## src/rtl/stil_pkg.sv

```systemverilog
package stil_pkg;

  typedef struct packed {
    logic valid;
    logic store;
    logic blkmove;
    logic last;
  } stil_op_t;

  function automatic int unsigned stil_cnt_width(input int unsigned tail);
    return (tail < 2) ? 1 : $clog2(tail + 1);
  endfunction

endpackage

```

## src/rtl/stil_rst_sync.sv

```systemverilog
module stil_rst_sync #(
  parameter int unsigned STAGES = 2
) (
  input  logic clk,
  input  logic rst_n,
  output logic rst_sync_n
);

  logic [STAGES-1:0] chain_q;
  logic [STAGES-1:0] chain_d;

  always_comb begin
    chain_d = {chain_q[STAGES-2:0], 1'b1};
  end

  always_ff @(posedge clk or negedge rst_n) begin
    if (!rst_n) begin
      chain_q <= '0;
    end else begin
      chain_q <= chain_d;
    end
  end

  assign rst_sync_n = chain_q[STAGES-1];

endmodule

```

## src/rtl/stil_classify.sv

```systemverilog
module stil_classify
  import stil_pkg::*;
(
  input  stil_op_t op,
  output logic     contend,
  output logic     arm
);

  // Only ordinary stores compete for the shared store resource.
  always_comb begin
    contend = op.valid & op.store & ~op.blkmove;
    arm     = contend & op.last;
  end

endmodule

```

## src/rtl/stil_window.sv

```systemverilog
module stil_window #(
  parameter int unsigned TAIL_CYCLES = 2,
  parameter int unsigned CNT_W       = 2
) (
  input  logic             clk,
  input  logic             rst_n,
  input  logic             arm,
  output logic [CNT_W-1:0] left,
  output logic             busy
);

  localparam logic [CNT_W-1:0] TAIL_V = CNT_W'(TAIL_CYCLES);

  logic [CNT_W-1:0] left_q;
  logic [CNT_W-1:0] left_d;
  logic             left_en;

  always_comb begin
    left_en = arm | (left_q != '0);
    if (arm) begin
      left_d = TAIL_V;
    end else if (left_q != '0) begin
      left_d = left_q - 1'b1;
    end else begin
      left_d = '0;
    end
  end

  always_ff @(posedge clk or negedge rst_n) begin
    if (!rst_n) begin
      left_q <= '0;
    end else if (left_en) begin
      left_q <= left_d;
    end
  end

  assign left = left_q;
  assign busy = (left_q != '0);

endmodule

```

## src/rtl/stil_stall.sv

```systemverilog
module stil_stall (
  input  logic contend,
  input  logic busy,
  output logic stall
);

  always_comb begin
    stall = contend & busy;
  end

endmodule

```

## src/rtl/store_tail_interlock.sv

```systemverilog
module store_tail_interlock #(
  parameter int unsigned TAIL_CYCLES = 2,
  localparam int unsigned CNT_W = stil_pkg::stil_cnt_width(TAIL_CYCLES)
) (
  input  logic             clk,
  input  logic             rst_n,
  input  logic             op_valid,
  input  logic             op_store,
  input  logic             op_blkmove,
  input  logic             data_last,
  output logic             stall_req,
  output logic             tail_busy,
  output logic [CNT_W-1:0] tail_left
);

  import stil_pkg::*;

  logic     rst_sync_n;
  stil_op_t op;
  logic     contend;
  logic     arm;
  logic     busy;

  always_comb begin
    op.valid   = op_valid;
    op.store   = op_store;
    op.blkmove = op_blkmove;
    op.last    = data_last;
  end

  stil_rst_sync #(.STAGES(2)) u_rst_sync (
    .clk        (clk),
    .rst_n      (rst_n),
    .rst_sync_n (rst_sync_n)
  );

  stil_classify u_classify (
    .op      (op),
    .contend (contend),
    .arm     (arm)
  );

  stil_window #(
    .TAIL_CYCLES (TAIL_CYCLES),
    .CNT_W       (CNT_W)
  ) u_window (
    .clk   (clk),
    .rst_n (rst_sync_n),
    .arm   (arm),
    .left  (tail_left),
    .busy  (busy)
  );

  stil_stall u_stall (
    .contend (contend),
    .busy    (busy),
    .stall   (stall_req)
  );

  assign tail_busy = busy;

endmodule

```

## config.mk

```make
export PLATFORM = sky130hd
export DESIGN_NAME = store_tail_interlock
export DESIGN_NICKNAME = d
export VERILOG_FILES = /design/src/rtl/stil_pkg.sv /design/src/rtl/stil_rst_sync.sv /design/src/rtl/stil_classify.sv /design/src/rtl/stil_window.sv /design/src/rtl/stil_stall.sv /design/src/rtl/store_tail_interlock.sv
export SDC_FILE = /design/constraint.sdc
export NUM_CORES = 1
export LEC_CHECK = 0
export BUFFER_PORTS_ARGS = -buffer_cell sky130_fd_sc_hd__buf_2
export CORE_AREA = 10 10 47 49
export CTS_CLUSTER_DIAMETER = 80
export DETAILED_ROUTE_END_ITERATION = 8
export DIE_AREA = 0 0 57 59
export PLACE_DENSITY = 0.3
export SLEW_MARGIN = 20
export SYNTH_ARGS = -nofsm -noshare
export SYNTH_HDL_FRONTEND = slang
export SYNTH_HIERARCHICAL = 1
export SYNTH_SLANG_ARGS = --single-unit
```

## constraint.sdc

```tcl
create_clock -name clk -period 1 [get_ports clk]
set_input_delay 0.15 -clock clk [delete_from_list [all_inputs] [get_ports clk]]
set_output_delay 0.15 -clock clk [all_outputs]
set_load 0.02 [all_outputs]
```

==> metrics.yaml <==
route:
  ant_nets: 0
  routedWlPerCell_um: 9.25
  vias: 145
  wl_um: 407
  drtIter0Drc: 1
  vias_per_cell: 3.30
  drc: 0
  drtPass1Iterations: 2
yosys:
  synth_top_cell_area_share_pct: 63.5
  yosys-top-cells-area: "dfrtp_1 (63%), nor3b_2 (7.9%), and3b_2 (6.3%)"
  ys_types: 8
  syn_area_per_cell_um2: 14.3
  ys_warn_count: 6
  yosysTopAreaCell: "dfrtp_1"
  synth_ff_type: "dfrtp_1"
  syn_nets: 17
  synth_edf_count: 0
  yosysSeqAreaShare_pct: 63.5
  ys_ff_latch: 4
  netlist_area_um2: 158
  async_flop_share_pct: 100
  syn_inst: 11
  synth.most_common_cell: "dfrtp_1"
sta:
  fin_worst_skew_ns: 0.00878
  period_share_pct: 128
  grt_setup_unrepaired: "yes"
  fmax_mhz: 780
  timing.final.ws_setup_ns: -0.283
  setup_viol: 4
  post-route-min-period_ns: 1.28
  hold_viol_final: 0
  slew_viol_final: 0
grt:
  antenna_found_initial: 0
  grt_pass1_vias: 163
  track_usage_pct: 3.03
  grt_pass1_wl_um: 724
  grt_max_degree: 4
  overflow: 0
setup_path:
  timing.rr.start: "u_window/left[0]$_DFFE_PN0P_"
  cp_data_required_time_ns: 0.85
  worstSetupPathType: "flip-flop to output port"
  r2r-end: "u_window/left[1]$_DFFE_PN0P_"
  worst_setup_path_start_kind: "flip-flop"
  critPathMaxFanout: 2
  arrival_ns: 1.13
  r2r_slack_ns: 0.05
  cp-end-kind: "output port"
  rr_worst_depth: 3
clock_tree:
  clk_latency_ns: 0.24
  clock_path_buffers: 2
  cts-root-buf: "clkbuf_4"
  cts_made_buffers: 3
  cts_tree: "yes"
  htreeDepth: 1
  cts_sinks: 4
  path_clk_slew_ns: 0.04
floorplan:
  initial_core_util_pct: 11.2
  dieArea_um2: 3360
  die_w_um: 57
  chipHeight_um: 59
  row_count: 14
  core_area_um2: 1400
  io_pins: 10
final_layout:
  final_util_pct: 22.5
  syn_to_final_growth_pct: 100
  nets: 35
  drive_gt1_share_pct: 78.6
  antenna_cells: 0
min_path:
  hold_class: "flip-flop to async pin"
power:
  power_mw: 0.439
  p_leak_nw: 0.167
  vdd_ir_drop_max_mv: 0.569
  p_per_area_nw_per_um2: 1390
job:
  cap_violations: 0
placement:
  dp_hpwl_um: 344
  portBuffers: 9
  place.gp.congestion: 0.591
run_status:
  status: "finished, violations left"
  failed_checks: "setup timing"
worst max-delay path by stage:
stage                                 startpoint         to  slack, ns  depth (start not counted)
CTS                 u_window/left[0]$_DFFE_PN0P_  stall_req      -0.30                          3
floorplan           u_window/left[1]$_DFFE_PN0P_  stall_req      -0.05                          2
detailed placement  u_window/left[1]$_DFFE_PN0P_  stall_req      -0.06                          3
global route        u_window/left[0]$_DFFE_PN0P_  stall_req      -0.33                          3
finish              u_window/left[0]$_DFFE_PN0P_  stall_req      -0.28                          3
global placement    u_window/left[1]$_DFFE_PN0P_  stall_req      -0.05                          3
sequential cells by signal (all words and copies together), names as in the netlist:
name	count
u_rst_sync/chain_q	2
u_window/left	2
repair_timing:
action                                  in CTS  in global routing
pin swaps                                    1                  0
endpoints found under the setup margin       4                  4
hold buffers                                 1                  0
endpoints found under the hold margin        2                  0
gates resized for setup                      8                  0
buffers inserted                             1                  0
layer usage:
| layer | routed length, um | vias to the layer above | share of wire [%] | global-route usage, % |
|---|---|---|---|---|
| li1 | - | 70 | - | - |
| met1 | 133 | 66 | 33 | 2.39 |
| met2 | 196 | 9 | 48 | 3.41 |
| met3 | 78 | 0 | 19 | 4.08 |
| met4 | 0 | 0 | 0 | 3.02 |
| met5 | 0 | - | 0 | 0 |
metrics by stage:
| step | instances | TNS (ns) | hold WS, ns | setup WS [ns] | cell area [um2] |
|---|---|---|---|---|---|
| 5_1_grt | 44 | -0.833 | 0.0210 | -0.330 | 315 |
| 2_1_floorplan | 11 | -0.0515 | -0.146 | -0.0515 | 165 |
| 3_3_place_gp | 38 | -0.0501 | -0.0644 | -0.0501 | 245 |
| 4_1_cts | 44 | -0.694 | 0.0163 | -0.297 | 315 |
| 3_5_place_dp | 38 | -0.0581 | -0.0620 | -0.0581 | 245 |
| 6_report | 44 | -0.642 | 0.0115 | -0.283 | 315 |
cells by family after synthesis:
| group | share of synthesized area [%] |
|---|---|
| flip-flops | 63.5 |
| AND/OR/NAND/NOR | 28.6 |
| AO/OA/AOI/OAI | 5.56 |
| other | 2.38 |
critical path: stages (launching register included):
cell	delay [ns]
dfrtp_2	0.39
or2_4	0.25
and2_4	0.13
buf_6	0.12
cell usage in the layout, fill, tap and decap left out:
master,count
buf_2,6
buf_6,5
clkbuf_4,3
dfrtp_1,2
dfrtp_2,2
clkbuf_1,1
dlygate4sd3_1,1
buf_4,1
and3b_2,1
and4b_1,1
conb_1,1
and2_4,1
or2_4,1
nor3b_2,1
a21o_2,1
area by class of cell:
class	count	area (um2)
clock buffers	4	26.3
fillers	172	1090
multi-input cells	7	62.6
flip-flops and latches	4	103
well taps	16	20.0
repair buffers	13	104
report_power, final:
part | switching [mW] | total [mW] | internal, mW
clock network | 0.0683 | 0.218 | 0.150
logic | 0.0189 | 0.0478 | 0.0290
registers | 0.00339 | 0.173 | 0.170
Power figures use the tool's default switching activity.
